--- config.mk ---
export PLATFORM = sky130hd
export DESIGN_NAME = twowire_mem_slave
export DESIGN_NICKNAME = d
export VERILOG_FILES = /design/src/rtl/tws_pkg.sv /design/src/rtl/tws_sync.sv /design/src/rtl/tws_busdet.sv /design/src/rtl/tws_fsm.sv /design/src/rtl/twowire_mem_slave.sv
export SDC_FILE = /design/constraint.sdc
export NUM_CORES = 1
export LEC_CHECK = 0
export BUFFER_PORTS_ARGS = -buffer_cell sky130_fd_sc_hd__buf_4
export CORE_AREA = 2 2 103 105
export CTS_CLUSTER_DIAMETER = 60
export DETAILED_ROUTE_END_ITERATION = 7
export DIE_AREA = 0 0 105 107
export GPL_TIMING_DRIVEN = 0
export SETUP_SLACK_MARGIN = 0.3
export SYNTH_ARGS = -nofsm -noshare
export SYNTH_HDL_FRONTEND = slang
export SYNTH_SLANG_ARGS = --single-unit
--- constraint.sdc ---
create_clock -name clk -period 1.8 [get_ports clk]
set_clock_uncertainty 0.05 [all_clocks]
set_input_delay 0.54 -clock clk [delete_from_list [all_inputs] [get_ports clk]]
set_output_delay 0.54 -clock clk [all_outputs]
set_load 0.005 [all_outputs]
--- src/rtl/tws_pkg.sv ---
package tws_pkg;
    typedef enum logic [3:0] {
        S_IDLE,
        S_CTRL,
        S_CTRL_ACK,
        S_ADDR,
        S_ADDR_ACK,
        S_WDATA,
        S_WDATA_ACK,
        S_RDATA,
        S_RACK
    } tws_state_e;
endpackage

--- src/rtl/tws_sync.sv ---
module tws_sync #(
    parameter int  STAGES    = 2,
    parameter logic RESET_VAL = 1'b1
) (
    input  logic clk,
    input  logic rst_n,
    input  logic d_i,
    output logic q_o
);
    logic [STAGES-1:0] chain;

    generate
        for (genvar g = 0; g < STAGES; g++) begin : g_stage
            always_ff @(posedge clk or negedge rst_n) begin
                if (!rst_n) begin
                    chain[g] <= RESET_VAL;
                end else begin
                    if (g == 0) chain[g] <= d_i;
                    else        chain[g] <= chain[(g == 0) ? 0 : g-1];
                end
            end
        end
    endgenerate

    assign q_o = chain[STAGES-1];
endmodule

--- src/rtl/tws_busdet.sv ---
module tws_busdet (
    input  logic clk,
    input  logic rst_n,
    input  logic scl_s,
    input  logic sda_s,
    output logic scl_rise,
    output logic scl_fall,
    output logic start_det,
    output logic stop_det,
    output logic sda_bit
);
    logic scl_q, sda_q;

    always_ff @(posedge clk or negedge rst_n) begin
        if (!rst_n) begin
            scl_q <= 1'b1;
            sda_q <= 1'b1;
        end else begin
            scl_q <= scl_s;
            sda_q <= sda_s;
        end
    end

    assign scl_rise  =  scl_s & ~scl_q;
    assign scl_fall  = ~scl_s &  scl_q;
    assign start_det =  scl_s &  scl_q &  sda_q & ~sda_s;
    assign stop_det  =  scl_s &  scl_q & ~sda_q &  sda_s;
    assign sda_bit   =  sda_s;


    start_stop_excl_chk: assert property (@(posedge clk) disable iff (!rst_n)
        $onehot0({start_det, stop_det, scl_rise, scl_fall}));
endmodule

--- src/rtl/tws_fsm.sv ---
module tws_fsm
    import tws_pkg::*;
#(
    parameter int         DATA_W    = 8,
    parameter int         SEL_W     = 3,
    parameter int         CODE_W    = 4,
    parameter logic [3:0] CTRL_CODE = 4'b1010
) (
    input  logic              clk,
    input  logic              rst_n,
    input  logic              scl_s,
    input  logic              scl_rise,
    input  logic              scl_fall,
    input  logic              start_det,
    input  logic              stop_det,
    input  logic              sda_bit,
    input  logic [SEL_W-1:0]  dev_sel_i,
    input  logic              wr_busy_i,
    output logic              sda_oe_o,
    output logic              wr_req_o,
    output logic [DATA_W-1:0] wr_addr_o,
    output logic [DATA_W-1:0] wr_data_o,
    output logic [DATA_W-1:0] rd_addr_o,
    input  logic [DATA_W-1:0] rd_data_i
);
    localparam int CNT_W = $clog2(DATA_W + 1);
    localparam logic [CNT_W-1:0] LAST_CNT = CNT_W'(DATA_W);

    tws_state_e        state, nxt;
    logic [CNT_W-1:0]  bit_cnt;
    logic [DATA_W-1:0] rx_sr, tx_sr, ptr;
    logic              is_read, mack;
    logic              byte_done, ctrl_ok, rx_state;

    assign byte_done = (bit_cnt == LAST_CNT);
    assign ctrl_ok   = (rx_sr[DATA_W-1 -: CODE_W] == CTRL_CODE[CODE_W-1:0])
                     && (rx_sr[SEL_W:1] == dev_sel_i) && !wr_busy_i;
    assign rx_state  = (state == S_CTRL) || (state == S_ADDR) || (state == S_WDATA);

    always_comb begin
        nxt = state;
        if (stop_det) begin
            nxt = S_IDLE;
        end else if (start_det) begin
            nxt = S_CTRL;
        end else begin
            unique case (state)
                S_IDLE:      nxt = S_IDLE;
                S_CTRL:      if (scl_fall && byte_done) nxt = ctrl_ok ? S_CTRL_ACK : S_IDLE;
                S_CTRL_ACK:  if (scl_fall) nxt = is_read ? S_RDATA : S_ADDR;
                S_ADDR:      if (scl_fall && byte_done) nxt = S_ADDR_ACK;
                S_ADDR_ACK:  if (scl_fall) nxt = S_WDATA;
                S_WDATA:     if (scl_fall && byte_done) nxt = S_WDATA_ACK;
                S_WDATA_ACK: if (scl_fall) nxt = S_WDATA;
                S_RDATA:     if (scl_fall && byte_done) nxt = S_RACK;
                S_RACK:      if (scl_fall) nxt = mack ? S_RDATA : S_IDLE;
                default:     nxt = S_IDLE;
            endcase
        end
    end

    always_ff @(posedge clk or negedge rst_n) begin
        if (!rst_n) state <= S_IDLE;
        else        state <= nxt;
    end

    always_ff @(posedge clk or negedge rst_n) begin
        if (!rst_n) begin
            bit_cnt   <= '0;
            rx_sr     <= '0;
            tx_sr     <= '0;
            ptr       <= '0;
            is_read   <= 1'b0;
            mack      <= 1'b0;
            wr_req_o  <= 1'b0;
            wr_addr_o <= '0;
            wr_data_o <= '0;
        end else begin
            wr_req_o <= 1'b0;
            if (start_det || stop_det) begin
                bit_cnt <= '0;
            end else if (rx_state) begin
                if (scl_rise) begin
                    bit_cnt <= bit_cnt + 1'b1;
                    rx_sr   <= {rx_sr[DATA_W-2:0], sda_bit};
                end else if (scl_fall && byte_done) begin
                    bit_cnt <= '0;
                    if (state == S_CTRL) begin
                        is_read <= rx_sr[0];
                    end else if (state == S_ADDR) begin
                        ptr <= rx_sr;
                    end else begin
                        wr_req_o  <= 1'b1;
                        wr_addr_o <= ptr;
                        wr_data_o <= rx_sr;
                        ptr       <= ptr + 1'b1;
                    end
                end
            end else if (state == S_CTRL_ACK) begin
                if (scl_fall && is_read) tx_sr <= rd_data_i;
            end else if (state == S_RDATA) begin
                if (scl_rise) begin
                    bit_cnt <= bit_cnt + 1'b1;
                end else if (scl_fall) begin
                    if (byte_done) begin
                        bit_cnt <= '0;
                        ptr     <= ptr + 1'b1;
                    end else begin
                        tx_sr <= {tx_sr[DATA_W-2:0], 1'b0};
                    end
                end
            end else if (state == S_RACK) begin
                if (scl_rise) mack <= ~sda_bit;
                else if (scl_fall && mack) tx_sr <= rd_data_i;
            end
        end
    end

    always_comb begin
        sda_oe_o = 1'b0;
        unique case (state)
            S_CTRL_ACK, S_ADDR_ACK, S_WDATA_ACK: sda_oe_o = 1'b1;
            S_RDATA:                             sda_oe_o = ~tx_sr[DATA_W-1];
            default:                             sda_oe_o = 1'b0;
        endcase
    end

    assign rd_addr_o = ptr;


    start_enters_ctrl_chk: assert property (@(posedge clk) disable iff (!rst_n)
        (start_det && !stop_det) |=> (state == S_CTRL && bit_cnt == '0));


    stop_enters_idle_chk: assert property (@(posedge clk) disable iff (!rst_n)
        stop_det |=> (state == S_IDLE && !sda_oe_o));


    wr_req_pulse_chk: assert property (@(posedge clk) disable iff (!rst_n)
        wr_req_o |=> !wr_req_o);


    busy_no_ack_chk: assert property (@(posedge clk) disable iff (!rst_n)
        (state == S_CTRL_ACK && $past(state) == S_CTRL) |-> !$past(wr_busy_i));


    read_ptr_inc_chk: assert property (@(posedge clk) disable iff (!rst_n)
        (state == S_RACK && $past(state) == S_RDATA) |-> ptr == $past(ptr) + 1'b1);


    sda_hold_high_chk: assert property (@(posedge clk) disable iff (!rst_n)
        (scl_s && $past(scl_s) && !$past(start_det) && !$past(stop_det)) |-> $stable(sda_oe_o));
endmodule

--- src/rtl/twowire_mem_slave.sv ---
module twowire_mem_slave #(
    parameter int         DATA_W      = 8,
    parameter int         SEL_W       = 3,
    parameter int         CODE_W      = 4,
    parameter logic [3:0] CTRL_CODE   = 4'b1010,
    parameter int         SYNC_STAGES = 2
) (
    input  logic              clk,
    input  logic              rst_n,
    input  logic              scl_i,
    input  logic              sda_i,
    output logic              sda_oe_o,
    input  logic [SEL_W-1:0]  dev_sel_i,
    input  logic              wr_busy_i,
    output logic              wr_req_o,
    output logic [DATA_W-1:0] wr_addr_o,
    output logic [DATA_W-1:0] wr_data_o,
    output logic [DATA_W-1:0] rd_addr_o,
    input  logic [DATA_W-1:0] rd_data_i
);
    localparam int LINES = 2;

    logic [LINES-1:0] raw_lines, sync_lines;
    logic scl_rise, scl_fall, start_det, stop_det, sda_bit;

    assign raw_lines = {scl_i, sda_i};

    generate
        for (genvar l = 0; l < LINES; l++) begin : g_line
            tws_sync #(.STAGES(SYNC_STAGES), .RESET_VAL(1'b1)) u_sync (
                .clk  (clk),
                .rst_n(rst_n),
                .d_i  (raw_lines[l]),
                .q_o  (sync_lines[l])
            );
        end
    endgenerate

    tws_busdet u_busdet (
        .clk      (clk),
        .rst_n    (rst_n),
        .scl_s    (sync_lines[1]),
        .sda_s    (sync_lines[0]),
        .scl_rise (scl_rise),
        .scl_fall (scl_fall),
        .start_det(start_det),
        .stop_det (stop_det),
        .sda_bit  (sda_bit)
    );

    tws_fsm #(
        .DATA_W   (DATA_W),
        .SEL_W    (SEL_W),
        .CODE_W   (CODE_W),
        .CTRL_CODE(CTRL_CODE)
    ) u_fsm (
        .clk      (clk),
        .rst_n    (rst_n),
        .scl_s    (sync_lines[1]),
        .scl_rise (scl_rise),
        .scl_fall (scl_fall),
        .start_det(start_det),
        .stop_det (stop_det),
        .sda_bit  (sda_bit),
        .dev_sel_i(dev_sel_i),
        .wr_busy_i(wr_busy_i),
        .sda_oe_o (sda_oe_o),
        .wr_req_o (wr_req_o),
        .wr_addr_o(wr_addr_o),
        .wr_data_o(wr_data_o),
        .rd_addr_o(rd_addr_o),
        .rd_data_i(rd_data_i)
    );
endmodule

## Word level (Yosys, flattened, before mapping)

Index checks and enable logic that the tools add are counted.

| word-level totals | value |
|---|---|
| register bits | 57 |
| latch bits | 0 |
| RAM bits | 0 |
| memory bits (read-only) | 0 |
| output and inout port bits | 26 |
| word-level logic and storage cells | 141 |
| memories | 0 |

| operators by class | value |
|---|---|
| $add $sub $neg | 2 |
| multipliers | 0 |
| div/mod/pow operators | 0 |
| order comparisons | 0 |
| equal/unequal tests | 29 |
| shift operators | 0 |
| mux-type cells | 48 |
| bitwise logic cells | 19 |
| reduce and logical (&&, ||, !) cells | 27 |

Operators with widths:

| kind | count |
|---|---|
| $mux 8 | 19 |
| $mux 4 | 18 |
| $pmux 4 s7 | 1 |
| $ne 4x1->1 const B | 6 |
| $reduce_and 9->1 | 2 |
| $eq 4x3->1 const B | 4 |
| $eq 4x4->1 const B | 3 |
| $not 1->1 | 12 |
| $reduce_and 6->1 | 2 |
| $reduce_and 5->1 | 2 |
| $reduce_bool 3->1 | 3 |
| $add 8x1->8 const B | 1 |
| $eq 4x2->1 const B | 2 |
| $ne 2x2->1 const B | 4 |
| $reduce_bool 4->1 | 2 |
| $and 1x1->1 | 7 |
| $reduce_and 7->1 | 1 |
| $mux 1 | 6 |
| $mux 3 | 2 |
| $ne 3x1->1 const B | 2 |
| $ne 3x2->1 const B | 2 |
| $reduce_bool 2->1 | 3 |
| $logic_and 1x1->1 | 5 |
| $add 4x1->4 const B | 1 |
| 13 further kinds | 15 |

## Logic depth before layout (Yosys ltp)

Gate-level depths: netlist of run 1.

| depth | value |
|---|---|
| depth after elaboration | 8 |
| mapped depth | 8 |
| mapped depth without buffers | 7 |

## By module

A second synthesis of run 1 with hierarchy kept.

| second synthesis, totals | value |
|---|---|
| cells, all modules | 255 |
| area total of the unflattened synthesis | 2,782.7 µm² |

By module, submodules not included:

| module | times used | cells each | area each (µm²) | sequential area each (µm²) |
|---|---|---|---|---|
| tws_fsm | 1 | 244 | 2,585.0 | 1,276.2 |
| tws_sync | 2 | 2 | 52.6 | 52.6 |
| tws_busdet | 1 | 7 | 92.6 | 52.6 |

## Worst setup path after synthesis of run 1

Ideal clock, no wire load.

| timing path | value |
|---|---|
| path kind | register to register |
| start | reg u_busdet.scl_q |
| end | reg u_fsm.wr_addr_o[6] |
| library setup time | 0.127 ns |
| data arrival time | 1.824 ns |
| data required time | 1.623 ns |
| slack | -0.201 ns |
| cell stages (with the launch flop) | 8 |
| period minus slack after synthesis | 2.001 ns |
| cells stage by stage | dfstp_2 > inv_1 > ha_1 > nor3_1 > nand4_1 > nor2_4 > buf_6 > mux2_1 |

| between the ends | value |
|---|---|
| word-level cells in the longest chain between the ends | 6 |
| elaborated cells between the ends (all ways) | 13 |
| classes of those cells | bitwise: 10; reduce/logical: 3 |

RTL lines:

| what | line | RTL |
|---|---|---|
| from (decl) | tws_busdet.sv:12 | `logic scl_q, sda_q;` |
| from (signal assigned) | tws_busdet.sv:19 | `scl_q <= scl_s;` |
| $and 1x1->1 | tws_busdet.sv:26, tws_busdet.sv:27 |  |
| $and 1x1->1 (on tied branches) (2 in a row) | tws_busdet.sv:26, tws_busdet.sv:27 |  |
| $logic_or 1x1->1 | tws_fsm.sv:80 | `if (start_det \|\| stop_det) begin` |
| $not 1->1 (no source line) | -- |  |
| $reduce_and 6->1 (no source line) * | -- |  |
| to (signal assigned) | tws_fsm.sv:94 | `wr_addr_o <= ptr;` |
| to (decl) | tws_fsm.sv:21 | `output logic [DATA_W-1:0] wr_addr_o,` |

Mark *: on every way between the ends. The rest lies on a longest branch, timed or not.
A chain may end at the register's enable or synchronous reset.

## Worst setup path in the final report of run 1

| timing path | value |
|---|---|
| start | reg u_fsm.state[3] |
| end | reg u_fsm.tx_sr[7] |

| between the ends | value |
|---|---|
| word-level cells in the longest chain between the ends | 5 |
| elaborated cells between the ends (all ways) | 19 |
| classes of those cells | eq/ne: 11; mux: 2; bitwise: 1; reduce/logical: 5 |

RTL lines:

| what | line | RTL |
|---|---|---|
| from (decl) | tws_fsm.sv:29 | `tws_state_e state, nxt;` |
| from (signal assigned) | tws_fsm.sv:64 | `else state <= nxt;` |
| $eq 4x1->1 / $eq 4x2->1 (equally long branches) | tws_fsm.sv:38 | `assign rx_state = (state == S_CTRL) \|\| (state == S_ADDR) \|\| (state == S_WDATA);` |
| $logic_or 1x1->1 (2 in a row) | tws_fsm.sv:38 |  |
| $not 1->1 (no source line) | -- |  |
| $reduce_and 9->1 (no source line) | -- |  |
| to (signal assigned) | tws_fsm.sv:100 | `if (scl_fall && is_read) tx_sr <= rd_data_i;` |
| to (signal assigned) | tws_fsm.sv:109 | `tx_sr <= {tx_sr[DATA_W-2:0], 1'b0};` |
| to (signal assigned) | tws_fsm.sv:114 | `else if (scl_fall && mack) tx_sr <= rd_data_i;` |
| to (decl) | tws_fsm.sv:31 | `logic [DATA_W-1:0] rx_sr, tx_sr, ptr;` |

Parallel ways exist; a longest one is shown, timed or not.

==> results of run 1 <==
## repair_timing
action | 4_1_cts | 5_1_grt
pin swaps | 16 | 9
resized for setup | 59 | 23
setup endpoints to repair | 60 | 61
buffers inserted | 30 | 8
cloned | 2 | 0
## synthesized netlist by cell type (2+ instances only)
cell,n
and3_1,3
o21ai_0,7
nor2b_1,5
inv_1,12
and3b_1,2
a21oi_1,11
nand4_1,2
o21ai_1,5
a31oi_1,3
xnor2_1,4
buf_6,3
nor3_1,7
a2bb2oi_1,2
buf_2,4
o22a_1,4
mux2_1,10
nand2_1,13
nor2_1,13
mux2i_1,2
nand3_1,9
nand2b_1,2
mux2_4,7
dfstp_2,6
a32oi_1,2
a21o_1,3
buf_4,3
or3_1,3
mux2_2,23
dfrtp_1,51
a22oi_1,2
ha_1,6
## per-stage QoR
step	setup slack, ns	util, %	power, W	area [um2]
floorplan	-0.0994	-	0.00272	3050
global placement	-0.348	34.9	0.00305	3520
detailed placement	-0.339	34.9	0.00309	3520
CTS	-0.118	41.9	0.00479	4220
global route	-0.264	43.4	0.00520	4380
finish	-0.176	43.4	0.00493	4380
## power by group
part	switching, W	internal (W)	total, W
clock	0.000530	0.000674	0.00120
sequential	0.000235	0.00149	0.00172
combinational	0.000980	0.00102	0.00200
## cells by family after synthesis
| kind of cell | share of synthesized area, % |
|---|---|
| xor+xnor | 1.48 |
| mux | 16.8 |
| flops | 48.6 |
| simple gates | 13.8 |
| compound gates | 12.2 |
| buf+inv | 4.50 |
| fa+ha+maj | 2.55 |
## worst paths after layout
kind                            slack, ns                        end                       from  depth (start not counted)
worst max register to register      -0.18             u_fsm.tx_sr[7]             u_fsm.state[3]                          7
worst max-delay path                -0.18             u_fsm.tx_sr[7]             u_fsm.state[3]                          7
max in group asynchronous            0.97         u_fsm.rd_addr_o[3]                      rst_n                          1
worst min-delay path                 0.22             u_fsm.tx_sr[0]                      rst_n                          1
min in group clk                     0.25  g_line[0].u_sync.chain[0]                      sda_i                          1
worst min register to register       0.31       g_line[0].u_sync.q_o  g_line[0].u_sync.chain[0]                          0
## state kept, by name, summed over array words and instances (netlist names)
| signal | count |
|---|---|
| u_fsm.state | 4 |
| u_fsm.is_read | 1 |
| g_line.u_sync.chain | 2 |
| u_fsm.bit_cnt | 4 |
| g_line.u_sync.q_o | 2 |
| u_fsm.wr_data_o | 8 |
| u_fsm.mack | 1 |
| u_busdet.scl_q | 1 |
| u_fsm.rx_sr | 8 |
| u_fsm.tx_sr | 8 |
| u_fsm.wr_req_o | 1 |
| u_fsm.rd_addr_o | 8 |
| u_busdet.sda_q | 1 |
| u_fsm.wr_addr_o | 8 |
## critical path: stages, from the launching register on
cell,delay [ns]
dfrtp_1,0.41
buf_4,0.20
and3b_1,0.20
o211ai_2,0.32
o31ai_4,0.12
nand2b_1,0.10
buf_6,0.15
mux2_4,0.31
## routing by layer
| layer | vias to the layer above | GRT usage (%) | share of wire [%] |
|---|---|---|---|
| li1 | 1110 | - | - |
| met1 | 1189 | 17.0 | 42 |
| met2 | 75 | 25.2 | 51 |
| met3 | 8 | 4.44 | 6.0 |
| met4 | 0 | 4.19 | 1.3 |
| met5 | - | 0 | 0 |
## area by class of cell
| type | instances | area share [%] |
|---|---|---|
| inverters | 13 | 1.29 |
| clock inverters | 5 | 1.29 |
| multi-input cells | 176 | 38.2 |
| clock buffers | 11 | 3.23 |
| repair buffers | 81 | 16.0 |
| plain buffers | 12 | 3.23 |
| well taps | 136 | 3.89 |
| flip-flops and latches | 57 | 32.9 |
==> impl_metrics.toml, run 1 <==
[run_status]
outcome = "finished, violations left"
violations = "setup timing"

[global_route]
grt_use_total_pct = 14.4
grt_pass1_vias = 2536
grt_pass1_wl_um = 12700
grt_max_degree = 58
global_route.overflow_total = 0
grt_antenna_before_repair = 0

[pwr]
peakVddDrop_mv = 0.416
powerDensity_nw_per_um2 = 1120
leakage_nw = 2.02

[flow_run]
drv_cap = 0

[critical_path]
cp-end-kind = "flip-flop"
critPathLaunchType = "flip-flop"
arrival_ns = 2.14
crit_type = "flip-flop to flip-flop"
crit_fanout = 10
required_ns = 1.97

[floorplanning]
dieArea_um2 = 11200
core_area_um2 = 10100
io_pins = 42
die_width_um = 105
die_h_um = 107
rows = 37
initial_core_util_pct = 29.2

[placement]
routabilityCongestion = 0.838
port_buffers = 41
post-place-cells = 435
dpl.hpwl_um = 4540

[synthesis]
syn_nets = 280
ys_async_sr_fraction_pct = 100
syn_inst = 258
ys_types = 60
yosysTopAreaCell = "dfrtp_1"
yosys_warnings = 0
synth_top_cell_area_share_pct = 43.3
synth_seq_cells = 57
synth_seq_area_share_pct = 48.6
synth_area_leaders = "dfrtp_1 (43%), mux2_2 (8.8%), dfstp_2 (5.3%)"
ys.flop_type = "dfrtp_1"
avgSynthCellArea_um2 = 11.4
post_synth_instance_area_um2 = 2950
synth-edff-count = 0

[finish]
final_net_count = 372
areaGrowthSynthToFinish_pct = 48.5
multi_input_area_um2 = 1670
layout_commonest_cell = "buf_4"
fillers = 968
drive_gt1_share_pct = 57.7
mostFrequentLayoutCells = "buf_4 (67), dfrtp_1 (46), mux2_2 (21)"
stdcell_count = 491
seqCellArea_um2 = 1440
num_antenna_cells = 0

[clocking]
cts-hold-fix-buffers = 0
numCtsBuffers = 9
clk_pin_slew_ns = 0.07
clock_sinks = 57
clock_path_buffers = 2
root_buffer = "clkbuf_8"
htreeDepth = 3
insertion_delay_ns = 0.34
cts_tree = "done"

[timing]
rsz0062_at_grt = "yes"
hold_ws_ns = 0.216
setup_ws_ns = -0.176
post-route-min-period_ns = 1.98
finalCritPeriodShare_pct = 110
slew_violations = 0
finalSetupTns_ns = -4.81
tightest_slew_ns = 0.726
fmax_mhz = 506
slew_headroom_pct = 51.6
hold_viol_final = 0
setup_violations = 36

[hold_path]
hp-class = "primary input to asynchronous set/reset pin"

[routing]
num_vias = 2382
firstDrtPassIters = 4
drtAntennaViolNets = 0
drt-total-wl_um = 7840
drt_iter0_markers = 70
vias_per_cell = 4.85
wl_per_cell_um = 16.0
drc_errors = 0
Power figures use the tool's default switching activity.
==> inputs of run 2 (changes only) <==
--- a/config.mk
+++ b/config.mk
@@ -6,11 +6,14 @@
 export NUM_CORES = 1
 export LEC_CHECK = 0
 export BUFFER_PORTS_ARGS = -buffer_cell sky130_fd_sc_hd__buf_4
+export CELL_PAD_IN_SITES_DETAIL_PLACEMENT = 1
+export CELL_PAD_IN_SITES_GLOBAL_PLACEMENT = 2
 export CORE_AREA = 2 2 103 105
 export CTS_CLUSTER_DIAMETER = 60
 export DETAILED_ROUTE_END_ITERATION = 7
 export DIE_AREA = 0 0 105 107
 export GPL_TIMING_DRIVEN = 0
+export PLACE_DENSITY_LB_ADDON = 0.1
 export SETUP_SLACK_MARGIN = 0.3
 export SYNTH_ARGS = -nofsm -noshare
 export SYNTH_HDL_FRONTEND = slang
==> run 2 against run 1 <==
  * The flow still finishes with violations (setup timing)
  * Fmax is 0.30% lower
  * Core utilization up 1.9 points
  * Hold slack worse by 0.021 ns
  * Final cell count rose by 1.8%
  * Worst setup slack worse by 0.0060 ns
  * Critical path depth shrank 1
  * Register-to-register slack is essentially flat
  * Largest power group unchanged
  * Non-clock buffer count increased by 9
==> impl_metrics.toml, run 2 (synthesis gave the netlist of run 1 again) <==
[timing]
finalCritPeriodShare_pct = 110
slew_headroom_pct = 50.1
setup_ws_ns = -0.182
setup_violations = 36
tightest_slew_ns = 0.749
slew_violations = 0
rsz0062_at_grt = "yes"
hold_viol_final = 0
fmax_mhz = 504
post-route-min-period_ns = 1.98

[floorplanning]
initial_core_util_pct = 29.2
dieArea_um2 = 11200
rows = 37
io_pins = 42
die_width_um = 105
die_h_um = 107
core_area_um2 = 10100

[routing]
drc_errors = 0
vias_per_cell = 4.81
drt-total-wl_um = 8600
wl_per_cell_um = 17.2
drt_iter0_markers = 55
drtAntennaViolNets = 0
firstDrtPassIters = 4
num_vias = 2403

[placement]
routabilityCongestion = 0.760
post-place-cells = 435
place_ws_ns = -0.404
dpl.hpwl_um = 5080
port_buffers = 41
placed_area_um2 = 3520

[critical_path]
cp.buffers_inverters = 2
crit_type = "flip-flop to flip-flop"
crit_family = "flip-flops"
worstRegToRegCells = 6
worst-path-stages = 6
cp-end-kind = "flip-flop"
max_stage_delay_ns = 0.56
worstReg2RegStart = "u_busdet.scl_q"
slowest_stage = "dfstp_2"
cp_cell_sequence = "ha_2 -> nand4_1 -> nor2_4 -> buf_6 -> buf_12 -> mux2_4"
critPathLaunchType = "flip-flop"
reg2reg_to = "u_fsm.wr_data_o[6]"
crit_fanout = 8
required_ns = 1.99
reg2reg_setup_slack_ns = -0.18
arrival_ns = 2.17

[clocking]
clk_pin_slew_ns = 0.08
root_buffer = "clkbuf_8"
htreeDepth = 3
clock_path_buffers = 2
numCtsBuffers = 9
cts_tree = "done"
cts-hold-fix-buffers = 0
clock_sinks = 57
insertion_delay_ns = 0.36

[finish]
fillers = 1114
final_net_count = 381
mostFrequentLayoutCells = "buf_4 (63), dfrtp_1 (46), mux2_4 (31)"
stdcell_count = 500
multi_input_area_um2 = 1740
num_antenna_cells = 0
layout_commonest_cell = "buf_4"
postLayoutCellArea_um2 = 4570
drive_gt1_share_pct = 58.0
areaGrowthSynthToFinish_pct = 55.0
seqCellArea_um2 = 1440

[global_route]
grt_pass1_wl_um = 13800
grt_antenna_before_repair = 0
global_route.overflow_total = 0
grt_pass1_vias = 2551
grt_use_total_pct = 16.0
grt_max_degree = 58

[pwr]
powerDensity_nw_per_um2 = 1110
peakVddDrop_mv = 0.649
leakage_nw = 2.12
design_power_total_w = 0.00507

[hold_path]
hp-class = "primary input to asynchronous set/reset pin"

[run_status]
outcome = "finished, violations left"
violations = "setup timing"

[flow_run]
drv_cap = 0
[run 2: changes by cell type in the layout (fill, tap and decap cells not counted), moves of 4 or more]
cell	delta
buf_6	+11
mux2_2	-13
mux2_4	+13
buf_4	-4
[run 2: cell type report]
class | instances | area share, %
Multi-Input combinational cell | 176 | 38.1
Sequential cell | 57 | 31.5
Timing Repair Buffer | 90 | 18.0
Tap cell | 136 | 3.72
Buffer | 12 | 3.37
Clock buffer | 10 | 3.01
Inverter | 13 | 1.23
Clock inverter | 6 | 1.09
[run 2: layer usage]
layer | global-route usage, % | wire length [um] | part of all wire, % | vias to the layer above
li1 | - | - | - | 1132
met1 | 20.0 | 3800 | 44 | 1224
met2 | 27.4 | 4420 | 51 | 38
met3 | 3.53 | 266 | 3.1 | 9
met4 | 5.43 | 112 | 1.3 | 0
met5 | 0 | 0 | 0 | -
[run 2: how the worst max path moves through the flow]
stage | startpoint | end | slack [ns]
floorplan | u_busdet.scl_q | u_fsm.wr_addr_o[5] | -0.1
global placement | u_fsm.bit_cnt[0] | u_fsm.wr_data_o[4] | -0.38
detailed placement | u_fsm.bit_cnt[0] | u_fsm.wr_data_o[0] | -0.40
CTS | u_fsm.state[2] | sda_oe_o | -0.16
global route | u_fsm.bit_cnt[0] | u_fsm.wr_data_o[6] | -0.29
finish | u_busdet.scl_q | u_fsm.wr_data_o[6] | -0.18
[run 2: timing repair]
action	in CTS	in global routing
endpoints found under the hold margin	0	0
pin swaps	13	10
setup buffers	32	15
endpoints found under the setup margin	60	67
gates resized for setup	49	62
gates cloned	1	1
[run 2: through the flow]
step	utilization (%)	setup TNS (ns)	hold slack [ns]
4_1_cts	41.4	-5.58	0.227
3_3_place_gp	34.9	-9.77	0.299
5_1_grt	45.3	-8.32	0.221
3_5_place_dp	34.9	-10.37	0.299
6_report	45.3	-4.32	0.195
2_1_floorplan	-	-0.909	0.194
[run 2: worst register-to-register path: cells and delay by family, from the launching register on]
| kind | cells | cell delay (ns) |
|---|---|---|
| fa+ha+maj | 1 | 0.30 |
| mux | 1 | 0.29 |
| flops | 1 | 0.56 |
| simple gates | 2 | 0.39 |
| buf+inv | 2 | 0.28 |
[run 2: where the power goes]
group / internal (W) / switching (W) / leakage, nW
Clock: 0.000551 / 0.000636 / 0.0895
Sequential: 0.00149 / 0.000240 / 0.737
Combinational: 0.00113 / 0.00103 / 1.29
==> inputs of run 3 (changes only) <==
--- a/config.mk
+++ b/config.mk
@@ -8,10 +8,10 @@
 export BUFFER_PORTS_ARGS = -buffer_cell sky130_fd_sc_hd__buf_4
 export CELL_PAD_IN_SITES_DETAIL_PLACEMENT = 1
 export CELL_PAD_IN_SITES_GLOBAL_PLACEMENT = 2
-export CORE_AREA = 2 2 103 105
+export CORE_AREA = 2 2 97 99
 export CTS_CLUSTER_DIAMETER = 60
 export DETAILED_ROUTE_END_ITERATION = 7
-export DIE_AREA = 0 0 105 107
+export DIE_AREA = 0 0 99 101
 export GPL_TIMING_DRIVEN = 0
 export PLACE_DENSITY_LB_ADDON = 0.1
 export SETUP_SLACK_MARGIN = 0.3
==> run 3 against run 2 <==
  * Sequential cell count is the same
  * Die area shrank 11%
  * Highest routed layer unchanged
  * The run still ends with setup timing left
  * Wire length shrank 4.2%
  * Largest cell class unchanged
  * Count of clock-buffer cells in the layout grew 1
  * Largest power group unchanged
  * Via count shrank 0.71%
  * Worst setup slack is essentially flat
  * Total power grew 4.0%
  * Hold slack gained 0.016 ns
  * Final cell count shrank 5.6%
==> impl_metrics.toml, run 3 (synthesis gave the netlist of run 1 again) <==
[run_status]
outcome = "finished, violations left"
violations = "setup timing"

[critical_path]
slowest_stage = "dfstp_2"
cp.buffers_inverters = 2
required_ns = 1.97
reg2reg_setup_slack_ns = -0.18
crit_fanout = 10
crit_family = "flip-flops"
critPathLaunchType = "flip-flop"
crit_type = "flip-flop to flip-flop"
max_stage_delay_ns = 0.56
cp_cell_sequence = "inv_2 -> ha_4 -> nor3_2 -> nand4_1 -> nor2_4 -> buf_12 -> mux2_4"
cp-end-kind = "flip-flop"
arrival_ns = 2.15

[timing]
tightest_slew_ns = 0.735
post-route-min-period_ns = 1.98
setup_ws_ns = -0.182
hold_viol_final = 0
setup_violations = 34
hold_ws_ns = 0.211
finalCritPeriodShare_pct = 110
fmax_mhz = 504
slew_violations = 0
slew_headroom_pct = 51.0
rsz0062_at_grt = "yes"

[finish]
mostFrequentLayoutCells = "buf_4 (75), dfrtp_1 (47), mux2_4 (32)"
areaGrowthSynthToFinish_pct = 52.7
layout_commonest_cell = "buf_4"
drive_gt1_share_pct = 58.4
num_antenna_cells = 0
fillers = 950
final_net_count = 378

[placement]
routabilityCongestion = 0.783
port_buffers = 41
place_ws_ns = -0.374
dpl.hpwl_um = 5030

[hold_path]
hp-class = "primary input to asynchronous set/reset pin"

[pwr]
powerDensity_nw_per_um2 = 1170
peakVddDrop_mv = 0.510
leakage_nw = 2.12
design_power_total_w = 0.00528

[routing]
firstDrtPassIters = 4
wl_per_cell_um = 17.5
drtAntennaViolNets = 0
drt_iter0_markers = 46
num_vias = 2386
vias_per_cell = 5.06
drc_errors = 0
drt-total-wl_um = 8240

[flow_run]
drv_cap = 0

[global_route]
grt_max_degree = 58
grt_use_total_pct = 17.2
grt_antenna_before_repair = 0
grt_pass1_vias = 2469
global_route.overflow_total = 0
grt_pass1_wl_um = 13300

[floorplanning]
io_pins = 42
die_h_um = 101
rows = 35
core_area_um2 = 8980
die_width_um = 99
dieArea_um2 = 10000
initial_core_util_pct = 32.9

[clocking]
htreeDepth = 3
insertion_delay_ns = 0.34
cts-hold-fix-buffers = 0
numCtsBuffers = 9
clk_pin_slew_ns = 0.07
root_buffer = "clkbuf_8"
clock_sinks = 57
clock_path_buffers = 2
cts_tree = "done"
run 3: layout make-up:
cell class	count	area [um2]	share of cell area, %
plain buffers	12	151	3.36
clock buffers	11	151	3.36
clock inverters	5	77.6	1.72
inverters	13	58.8	1.31
multi-input cells	176	1740	38.7
flip-flops and latches	57	1440	32.0
well taps	111	139	3.08
repair buffers	87	743	16.5
run 3: worst reg2reg max path: cells and delay by family (launching register included):
kind                       cells  cell delay (ns)
and+or+nand+nor                3             0.55
muxes                          1             0.30
buffers and inverters          2             0.23
DFF                            1             0.56
adders and majority gates      1             0.18
run 3: path summary, 6_finish.rpt:
| kind | endpoint | from | depth (start not counted) |
|---|---|---|---|
| max in group asynchronous | u_fsm.rd_addr_o[0] | rst_n | 1 |
| worst max-delay path | u_fsm.wr_data_o[3] | u_busdet.scl_q | 7 |
| worst min register to register | g_line[1].u_sync.q_o | g_line[1].u_sync.chain[0] | 0 |
| min in group clk | g_line[0].u_sync.chain[0] | sda_i | 1 |
| worst min-delay path | u_fsm.bit_cnt[2] | rst_n | 1 |
| worst max register to register | u_fsm.wr_data_o[3] | u_busdet.scl_q | 7 |
run 3: metrics by stage:
| stage | utilization [%] | cells | TNS, ns | area, um2 |
|---|---|---|---|---|
| after floorplan | - | 258 | -0.909 | 3050 |
| after detailed placement | 38.9 | 410 | -9.38 | 3490 |
| after global routing | 50.2 | 472 | -7.00 | 4500 |
| after global placement | 38.9 | 410 | -9.21 | 3490 |
| final | 50.2 | 472 | -4.07 | 4500 |
| after CTS | 46.0 | 455 | -4.23 | 4130 |
run 3: per-layer routing:
layer	vias up	GRT usage, %	wire [um]
met5	-	0	0
met4	0	6.32	119
met3	10	2.84	205
met2	33	27.3	3970
met1	1218	23.8	3940
li1	1125	-	-
run 3: repair_timing:
action | CTS | global route
resized for setup | 45 | 59
endpoints found under the hold margin | 0 | 0
buffers inserted | 28 | 17
gates cloned | 1 | 0
pin swaps | 15 | 15
setup endpoints to repair | 60 | 57
run 3: where the power goes:
part	switching (W)	internal (W)
registers	0.000243	0.00149
logic	0.00101	0.00111
clock network	0.000578	0.000851
